$ cat config.mk
export PLATFORM = sky130hd
export DESIGN_NAME = mc_datapath
export DESIGN_NICKNAME = d
export VERILOG_FILES = /design/src/rtl/mc_dp_pkg.sv /design/src/rtl/mc_regfile.sv /design/src/rtl/mc_alu.sv /design/src/rtl/mc_datapath.sv
export SDC_FILE = /design/constraint.sdc
export NUM_CORES = 2
export LEC_CHECK = 0
export ABC_CLOCK_PERIOD_IN_PS = 8080
export BUFFER_PORTS_ARGS = -buffer_cell sky130_fd_sc_hd__buf_2
export CAP_MARGIN = 25
export CORE_UTILIZATION = 40
export DETAILED_ROUTE_END_ITERATION = 10
export PLACE_DENSITY = 0.57
export SYNTH_ARGS = -nofsm -noshare
export SYNTH_HDL_FRONTEND = slang
export SYNTH_HIERARCHICAL = 1
export SYNTH_SLANG_ARGS = --single-unit
$ cat constraint.sdc
create_clock -name clk -period 8.08 [get_ports clk]
set_input_delay 2.02 -clock clk [delete_from_list [all_inputs] [get_ports clk]]
set_output_delay 2.02 -clock clk [all_outputs]
set_load 0.005 [all_outputs]
$ cat src/rtl/mc_dp_pkg.sv
package mc_dp_pkg;
    localparam int XLEN = 32;

    typedef enum logic [2:0] {
        ALU_AND = 3'b000,
        ALU_OR  = 3'b001,
        ALU_ADD = 3'b010,
        ALU_SUB = 3'b110,
        ALU_SLT = 3'b111
    } alu_op_e;

    typedef enum logic [1:0] {
        SRCB_REG    = 2'd0,
        SRCB_FOUR   = 2'd1,
        SRCB_IMM    = 2'd2,
        SRCB_IMM_X4 = 2'd3
    } srcb_e;

    typedef enum logic [1:0] {
        PCS_ALU    = 2'd0,
        PCS_ALUOUT = 2'd1,
        PCS_JUMP   = 2'd2,
        PCS_TRAP   = 2'd3
    } pc_src_e;

    localparam logic [XLEN-1:0] CAUSE_UNDEF = 32'd0;
    localparam logic [XLEN-1:0] CAUSE_OVF   = 32'd1;
endpackage

$ cat src/rtl/mc_regfile.sv
module mc_regfile #(
    parameter int NREG = 32,
    parameter int W    = 32,
    localparam int AW  = $clog2(NREG)
) (
    input  logic          clk,
    input  logic          rst_n,
    input  logic [AW-1:0] ra1,
    input  logic [AW-1:0] ra2,
    output logic [W-1:0]  rd1,
    output logic [W-1:0]  rd2,
    input  logic          we,
    input  logic [AW-1:0] wa,
    input  logic [W-1:0]  wd
);
    logic [W-1:0] regs [NREG];

    for (genvar g = 0; g < NREG; g++) begin : g_reg
        localparam bit WRITABLE = (g != 0);
        always_ff @(posedge clk) begin
            if (!rst_n)
                regs[g] <= '0;
            else if (WRITABLE && we && (wa == AW'(g)))
                regs[g] <= wd;
        end
    end

    assign rd1 = regs[ra1];
    assign rd2 = regs[ra2];
endmodule

$ cat src/rtl/mc_alu.sv
module mc_alu
    import mc_dp_pkg::*;
#(
    parameter int W = XLEN
) (
    input  alu_op_e      op,
    input  logic [W-1:0] a,
    input  logic [W-1:0] b,
    output logic [W-1:0] y,
    output logic         is_zero,
    output logic         sgn_ovf
);
    always_comb begin
        y       = '0;
        sgn_ovf = 1'b0;
        unique case (op)
            ALU_AND: y = a & b;
            ALU_OR:  y = a | b;
            ALU_ADD: begin
                y       = a + b;
                sgn_ovf = (a[W-1] == b[W-1]) && (y[W-1] != a[W-1]);
            end
            ALU_SUB: begin
                y       = a - b;
                sgn_ovf = (a[W-1] != b[W-1]) && (y[W-1] != a[W-1]);
            end
            ALU_SLT: y = {{(W-1){1'b0}}, ($signed(a) < $signed(b))};
            default: y = '0;
        endcase
    end

    assign is_zero = (y == '0);
endmodule

$ cat src/rtl/mc_datapath.sv
module mc_datapath
    import mc_dp_pkg::*;
#(
    parameter int              NREG       = 32,
    parameter logic [XLEN-1:0] RESET_PC   = 32'h0000_0000,
    parameter logic [XLEN-1:0] HANDLER_PC = 32'h8000_0180
) (
    input  logic        clk,
    input  logic        rst_n,
    input  logic        ir_wr,
    input  logic        pc_wr,
    input  logic        pc_wr_cond,
    input  logic        reg_wr,
    input  logic        epc_wr,
    input  logic        cause_wr,
    input  logic        cause_sel,
    input  logic        addr_sel,
    input  logic        dst_sel,
    input  logic        wb_sel,
    input  logic        srca_sel,
    input  logic [1:0]  srcb_sel,
    input  logic [1:0]  pc_src,
    input  logic [2:0]  alu_op,
    input  logic        mem_rd,
    input  logic        mem_wr,
    input  logic [31:0] mem_rdata,
    output logic [31:0] mem_addr,
    output logic [31:0] mem_wdata,
    output logic        mem_re,
    output logic        mem_we,
    output logic [5:0]  opcode,
    output logic [5:0]  funct,
    output logic        zero,
    output logic        ovf,
    output logic [31:0] pc_o,
    output logic [31:0] epc_o,
    output logic [31:0] cause_o
);
    localparam int AW = $clog2(NREG);

    logic [XLEN-1:0] pc_q, ir_q, mdr_q, a_q, b_q, aluout_q, epc_q, cause_q;
    logic [XLEN-1:0] rf_rd1, rf_rd2, rf_wd;
    logic [AW-1:0]   rf_wa;
    logic [XLEN-1:0] opnd_a, opnd_b, alu_y, imm_sx, jump_tgt, pc_next;
    logic            alu_z, alu_v, pc_load;

    // Instruction field decode
    assign imm_sx   = {{(XLEN-16){ir_q[15]}}, ir_q[15:0]};
    assign jump_tgt = {pc_q[31:28], ir_q[25:0], 2'b00};
    assign rf_wa    = dst_sel ? AW'(ir_q[15:11]) : AW'(ir_q[20:16]);
    assign rf_wd    = wb_sel ? mdr_q : aluout_q;

    mc_regfile #(.NREG(NREG), .W(XLEN)) u_rf (
        .clk (clk),
        .rst_n (rst_n),
        .ra1 (AW'(ir_q[25:21])),
        .ra2 (AW'(ir_q[20:16])),
        .rd1 (rf_rd1),
        .rd2 (rf_rd2),
        .we (reg_wr),
        .wa (rf_wa),
        .wd (rf_wd)
    );

    // Operand selection
    assign opnd_a = srca_sel ? a_q : pc_q;

    always_comb begin
        unique case (srcb_e'(srcb_sel))
            SRCB_REG:    opnd_b = b_q;
            SRCB_FOUR:   opnd_b = 32'd4;
            SRCB_IMM:    opnd_b = imm_sx;
            SRCB_IMM_X4: opnd_b = {imm_sx[XLEN-3:0], 2'b00};
            default:     opnd_b = b_q;
        endcase
    end

    mc_alu #(.W(XLEN)) u_alu (
        .op (alu_op_e'(alu_op)),
        .a (opnd_a),
        .b (opnd_b),
        .y (alu_y),
        .is_zero (alu_z),
        .sgn_ovf (alu_v)
    );

    // Next program counter
    always_comb begin
        unique case (pc_src_e'(pc_src))
            PCS_ALU:    pc_next = alu_y;
            PCS_ALUOUT: pc_next = aluout_q;
            PCS_JUMP:   pc_next = jump_tgt;
            PCS_TRAP:   pc_next = HANDLER_PC;
            default:    pc_next = alu_y;
        endcase
    end

    assign pc_load = pc_wr | (pc_wr_cond & alu_z);

    // Architectural and holding registers
    always_ff @(posedge clk) begin
        if (!rst_n) begin
            pc_q     <= RESET_PC;
            ir_q     <= '0;
            mdr_q    <= '0;
            a_q      <= '0;
            b_q      <= '0;
            aluout_q <= '0;
            epc_q    <= '0;
            cause_q  <= CAUSE_UNDEF;
        end else begin
            mdr_q    <= mem_rdata;
            a_q      <= rf_rd1;
            b_q      <= rf_rd2;
            aluout_q <= alu_y;
            if (ir_wr)    ir_q    <= mem_rdata;
            if (pc_load)  pc_q    <= pc_next;
            if (epc_wr)   epc_q   <= alu_y;
            if (cause_wr) cause_q <= cause_sel ? CAUSE_OVF : CAUSE_UNDEF;
        end
    end

    // Outputs
    assign mem_addr  = addr_sel ? aluout_q : pc_q;
    assign mem_wdata = b_q;
    assign mem_re    = mem_rd;
    assign mem_we    = mem_wr;
    assign opcode    = ir_q[31:26];
    assign funct     = ir_q[5:0];
    assign zero      = alu_z;
    assign ovf       = alu_v;
    assign pc_o      = pc_q;
    assign epc_o     = epc_q;
    assign cause_o   = cause_q;
endmodule

# --- Yosys cells after proc, flatten, opt, wreduce, memory -nomap -nowiden ---
# Memories as Yosys holds them, arrays and structs flattened. A register that Yosys moved wholly into a read port is not among the register bits.
# Cells that the tools add are included.
# W data, S select, Z words.
classes:
  n_eq_ne: 45
  addsub: 2
  magnitude_cmp: 1
  muxes: 134
  reduce_logical: 40
  n_bitwise: 36
op_table:
  columns: ["op", "count"]
  rows:
  - ["$mux W32", 34]
  - ["$pmux W32 S4", 2]
  - ["$pmux W32 S5", 1]
  - ["$mux W1", 95]
  - ["$eq A5 B5 Y1 const B", 16]
  - ["$eq A5 B4 Y1 const B", 8]
  - ["$logic_and A1 B1 Y1", 33]
  - ["$add A32 B32 Y32", 1]
  - ["$and A32 B32 Y32", 1]
  - ["$logic_not A32 Y1", 1]
  - ["$lt A32 B32 Y1", 1]
  - ["$or A1 B1 Y1", 32]
  - ["$or A32 B32 Y32", 1]
  - ["$sub A32 B32 Y32", 1]
  - ["$eq A5 B3 Y1 const B", 4]
  - ["$eq A5 B2 Y1 const B", 2]
  - ["$eq A2 B2 Y1 const B", 4]
  - ["$eq A3 B3 Y1 const B", 2]
  - ["$eq A5 B1 Y1 const B", 1]
  - ["$mux W5", 1]
  - ["$eq A2 B1 Y1 const B", 2]
  - ["$logic_not A2 Y1", 2]
  - ["$eq A3 B1 Y1 const B", 1]
  - ["$eq A3 B2 Y1 const B", 1]
  - ["8 further kinds", 11]
word_totals:
  memories: 1
  elab_cells: 266
  ff_bits: 192
  ramBits: 1024
memory_table:
  columns: ["memory", "depth", "width", "read_ports", "rd_ports_with_merged_regs", "wr", "line_no", "source"]
  rows:
  - ["u_rf.regs", 32, 32, 2, 2, 32, "mc_regfile.sv:16", "logic [W-1:0] regs [NREG];"]

# --- Longest topological paths before layout ---
depth:
  depth_word: 8
  mapped_depth: 24
  depth_no_buf: 19

# --- Cells and area by module ---
# Netlist, hierarchy kept.
by_module_without_submodules:
  columns: ["module", "cells_each", "n_inst", "seq_area_each_um2", "area_per_inst_um2"]
  rows:
  - ["mc_regfile", 3678, 1, 29788.6, 53242.3]
  - ["mc_datapath", 904, 1, 4504.3, 9564.2]
  - ["mc_alu", 826, 1, 0.0, 5377.7]

# --- Least setup slack after synthesis ---
# OpenSTA, ideal clock, no wires.
synth_timing:
  path_kind: "input port to output port"
  startpoint: "input srcb_sel[1]"
  endpoint: "output zero"
  slack_ps: 262
  path_buffers: 4
  path_stages: 19
  t_arrival_ps: 5798
  required_ps: 6060
  path_cell_list: "buf_2 and2_0 clkbuf_1 buf_2 nand2_1 o21ai_0 inv_1 ha_1 buf_6 and3_1 a221o_1 mux2i_1 xor2_1 o22ai_1 or4_1 or4b_1 nor4_2 nand4_1 nor2_1"
synth_via:
  elab_chain_cells: 5
  word_cells_on_any_way: 12
  classes_between: "add/sub (2); order compare (1); eq/ne (3); mux (2); bitwise (2); reduce/logical (2)"
synth_rtl:
  columns: ["item", "line_no", "source"]
  rows:
  - ["start, declared", "mc_datapath.sv:21", "input logic [1:0] srcb_sel,"]
  - ["$eq A2 B2 Y1 (tied with other cells)", "mc_datapath.sv:69", "unique case (srcb_e'(srcb_sel))"]
  - ["$pmux W32 S4 *", "mc_datapath.sv:69", null]
  - ["net opnd_b[5]", "mc_datapath.sv:44", "logic [XLEN-1:0] opnd_a, opnd_b, alu_y, imm_sx, jump_tgt, pc_next;"]
  - ["$sub A32 B32 Y32 or $add A32 B32 Y32 (tied branches)", "mc_alu.sv:24, mc_alu.sv:20", null]
  - ["$pmux W32 S5 *", "mc_alu.sv:16", "unique case (op)"]
  - ["net alu_y[6]", "mc_datapath.sv:44", null]
  - ["$logic_not A32 Y1 *", "mc_alu.sv:32", "assign is_zero = (y == '0);"]
  - ["end, declared", "mc_datapath.sv:33", "output logic zero,"]
# The timed path passes the listed nets; every way through them passes the cells marked *.

# --- Worst setup path in the final report ---
# Ends and elaborated chain as after synthesis.

==> results.py <==
metrics = {
    "outcome": {
        "run_status": "complete, no violations",
    },
    "grt": {
        "grt.overflow.total": 0,
        "grt_start_max_net_pins": 109,
        "global_route_wire_length_before_repair_um": 352000,
        "gr-usage-all-layers": 0.284,
        "first_global_vias": 47600,
        "antenna_found_initial": 16,
    },
    "critical_path": {
        "worst_path_max_delay_cell": "sky130_fd_sc_hd__or4_4",
        "critical_path_peak_fanout": 8,
        "cp_data_required_time_ns": 6.06,
        "cp_cell_sequence": "buf_12 -> buf_4 -> mux2i_1 -> o21ai_2 -> inv_2 -> ha_4 -> buf_4 -> o211ai_1 -> o211ai_1 -> a211oi_4 -> buf_4 -> a2111oi_4 -> buf_6 -> o21ai_2 -> or2_1 -> nand4_1 -> o211ai_1 -> or3_4 -> or4_4 -> nor2_4 -> buf_2",
        "worstPathArrival_ns": 5.96,
        "critPathCaptureType": "primary output",
        "max_stage_delay_ns": 0.51,
        "worst_setup_path_category": "primary input to primary output",
        "critPathLaunchType": "primary input",
    },
    "clocking": {
        "cts_inserted_buffers": 135,
        "clk_latency_ns": 0.81,
        "cts_tree": "yes",
        "clock_path_buffers": 3,
        "total_clock_sinks": 1217,
        "cts.root.buffer_cell": "sky130_fd_sc_hd__clkbuf_16",
        "clk_pin_slew_ns": 0.05,
        "cts_max_level": 4,
    },
    "sta": {
        "skew_ns": 0.0257,
        "report.final.hold_viol_count": 0,
        "max_slew.worst_pin.slew_ns": 1.17,
        "period_share": 0.988,
        "max_clock_freq_mhz": 125,
        "rsz0062_at_grt": "true",
        "max_slew_margin": 0.219,
        "finalMaxSlewViolations": 0,
        "final_number_of_setup_violating_endpoints": 0,
        "layout_min_cycle_time_ns": 7.98,
    },
    "synthesis": {
        "netlist-cell-type-count": 84,
        "synth_top_area_cell": "sky130_fd_sc_hd__edfxtp_1",
        "post_synth_and_or_nand_nor_area_fraction": 0.142,
        "yosys.area_share.xor_xnor": 0.00334,
        "ys_warn_count": 6,
        "synth_compound_gate_area_share": 0.0898,
        "seq_area_frac_synth": 0.503,
        "synth_area_sq_um": 68200,
        "synth_top_flop_cell": "sky130_fd_sc_hd__edfxtp_1",
        "synth_cells": 5408,
        "synth_top_family_by_area": "multiplexers",
        "synth-adder-area-share": 0.0186,
        "post_synth_top_area_share": 0.437,
        "postSynthAreaPerCell_sq_um": 12.6,
        "ys_async_rst_share": 0,
        "synth.area.mux_share": 0.197,
        "synth_seq_cells": 1217,
        "ranking_of_synthesized_cells_by_area": "sky130_fd_sc_hd__edfxtp_1 (44%), sky130_fd_sc_hd__mux4_2 (13%), sky130_fd_sc_hd__and2_1 (11%)",
        "synth_edf_count": 992,
    },
    "power_and_ir_drop": {
        "sequentialPowerShare": 0.452,
        "finalPower_w": 0.0161,
        "netsw_w": 0.00439,
        "internal-power_w": 0.0117,
        "power_switching_share": 0.273,
        "share_comb_of_total_power": 0.166,
        "irDropWorstVdd_v": 0.000239,
        "cellPowerDensity_nw_per_um2": 205,
        "share_clk_of_total_power": 0.382,
        "power_leakage_nw": 29.2,
    },
    "floorplan": {
        "initial_core_util": 0.403,
        "dieHeight_um": 415,
        "die-area_sq_um": 172000,
        "floorplan.core_area_sq_um": 169000,
        "die_width_um": 415,
        "rows": 151,
        "floorplan.io_pins": 230,
    },
    "route": {
        "route.detailed.drc": 0,
        "drtAntennaViolNets": 0,
        "vias_per_cell": 6.05,
        "drt_iter0_markers": 5366,
        "routedWlPerCell_um": 31.4,
        "first_pass_iters": 6,
        "dr_total_vias": 48300,
        "detail_route.wirelength_um": 250000,
    },
    "hold_path": {
        "min_path_type": "flip-flop to flip-flop",
    },
    "cells_and_area": {
        "fill_cells": 15000,
        "post-route-cell-area_sq_um": 78600,
        "finish.cell_count_without_fillers": 7973,
        "ratio_of_cells_with_drive_above_1_in_the_final_layout": 0.273,
        "mostFrequentLayoutCell": "sky130_fd_sc_hd__and2_1",
        "area.sequential_sq_um": 34300,
        "design.final.nets": 5786,
        "final_cell_mix": "sky130_fd_sc_hd__and2_1 (1158), sky130_fd_sc_hd__edfxtp_1 (992), sky130_fd_sc_hd__buf_4 (402), sky130_fd_sc_hd__mux4_2 (384), sky130_fd_sc_hd__mux2i_1 (289)",
        "area_growth_syn_to_layout_pct": 15.3,
        "multi_input_comb_area_sq_um": 32100,
    },
    "place": {
        "portBuffers": 194,
        "post_dp_cell_area_sq_um": 73200,
        "gp_congestion": 0.952,
        "detailed_place_hpwl_um": 152000,
        "instance_count_after_placement_with_tap_cells_included": 7692,
    },
    "run": {
        "maxCapViolCount": 0,
    },
}
## repair_timing
action                                  CTS  global route
endpoints found under the setup margin    1             1
hold buffers                              0             0
pin swaps                                17            47
resized for setup                        62           100
buffers inserted                          3            13
gates cloned                              0             0
## state kept, by name (all words and copies together) (netlist names)
register and count:
epc_o 32, cause_o 1, mem_wdata 32, ir_q 32, mdr_q 32, a_q 32
pc_o 32, u_rf/regs 992, aluout_q 32
## metrics by stage
| stage | util | setup slack (ns) | setup TNS (ns) | hold WS (ns) |
|---|---|---|---|---|
| after floorplan | - | 0.262 | 0 | 0.467 |
| after global placement | 0.433 | -0.471 | -0.471 | 0.481 |
| after detailed placement | 0.433 | -0.476 | -0.476 | 0.492 |
| after CTS | 0.460 | 0.0104 | 0 | 0.499 |
| after global routing | 0.464 | -0.0208 | -0.0208 | 0.525 |
| final | 0.464 | 0.0983 | 0 | 0.494 |
## worst max-delay path: cells and delay by family
family / cells / cell delay [ns]
compound gates: 7 / 1.28
simple gates: 5 / 1.33
buf+inv: 7 / 0.90
mux: 1 / 0.13
fa+ha+maj: 1 / 0.30
## cell type report
cell class                 count  area share
tap                         2218      0.0353
clock inverter                65     0.00665
multi-input combinational   3543       0.409
antenna                       14    0.000446
sequential                  1217       0.437
timing repair buffer         629      0.0587
clock buffer                 181      0.0484
inverter                     106     0.00506
## per-layer routing
layer	wire length (um)	vias to the layer above	global-route usage
li1	-	20500	-
met1	99700	24600	0.373
met2	119000	2613	0.466
met3	21600	570	0.0507
met4	10300	4	0.114
met5	27	-	0
## cells by family after synthesis
kind of cell,count (synthesis)
simple gates,1666
other cells,1
xor+xnor,26
fa+ha+maj,100
flops,1217
compound gates,879
buf+inv,678
mux,841
## power groups by stage
stage               registers [W]  logic, W  clock network (W)
floorplan                 0.00728   0.00151                  0
global placement          0.00738   0.00249                  0
detailed placement        0.00739   0.00250                  0
CTS                       0.00726   0.00255            0.00622
global route              0.00729   0.00280            0.00645
finish                    0.00727   0.00267            0.00614
## cells in the mapped netlist (all sizes together) (9+ instances only)
master      n
nand3      28
and2     1162
nor2      112
o211ai     14
ha         98
xnor2      22
a21o       25
nand4      10
buf       202
o21bai      9
nor3       17
nand2     164
and3       35
dfxtp     225
o22ai      85
a21oi     102
a2bb2oi    24
mux4      384
a211oi     83
o21ai     199
edfxtp    992
or3        15
inv       106
mux2      168
clkbuf    367
a22o      194
nor2b      91
a21boi     13
o31ai      76
mux2i     289
## worst paths after layout
kind,from,end,slack [ns],cells past startpoint
worst max-delay path,srcb_sel[1],zero,0.1,21
worst min register to register,pc_o[1],pc_o[1],0.49,2
worst max register to register,ir_q[2],pc_o[0],2.62,26
worst min-delay path,pc_o[1],pc_o[1],0.49,2
Note: power is estimated with default switching activity, not from simulation.
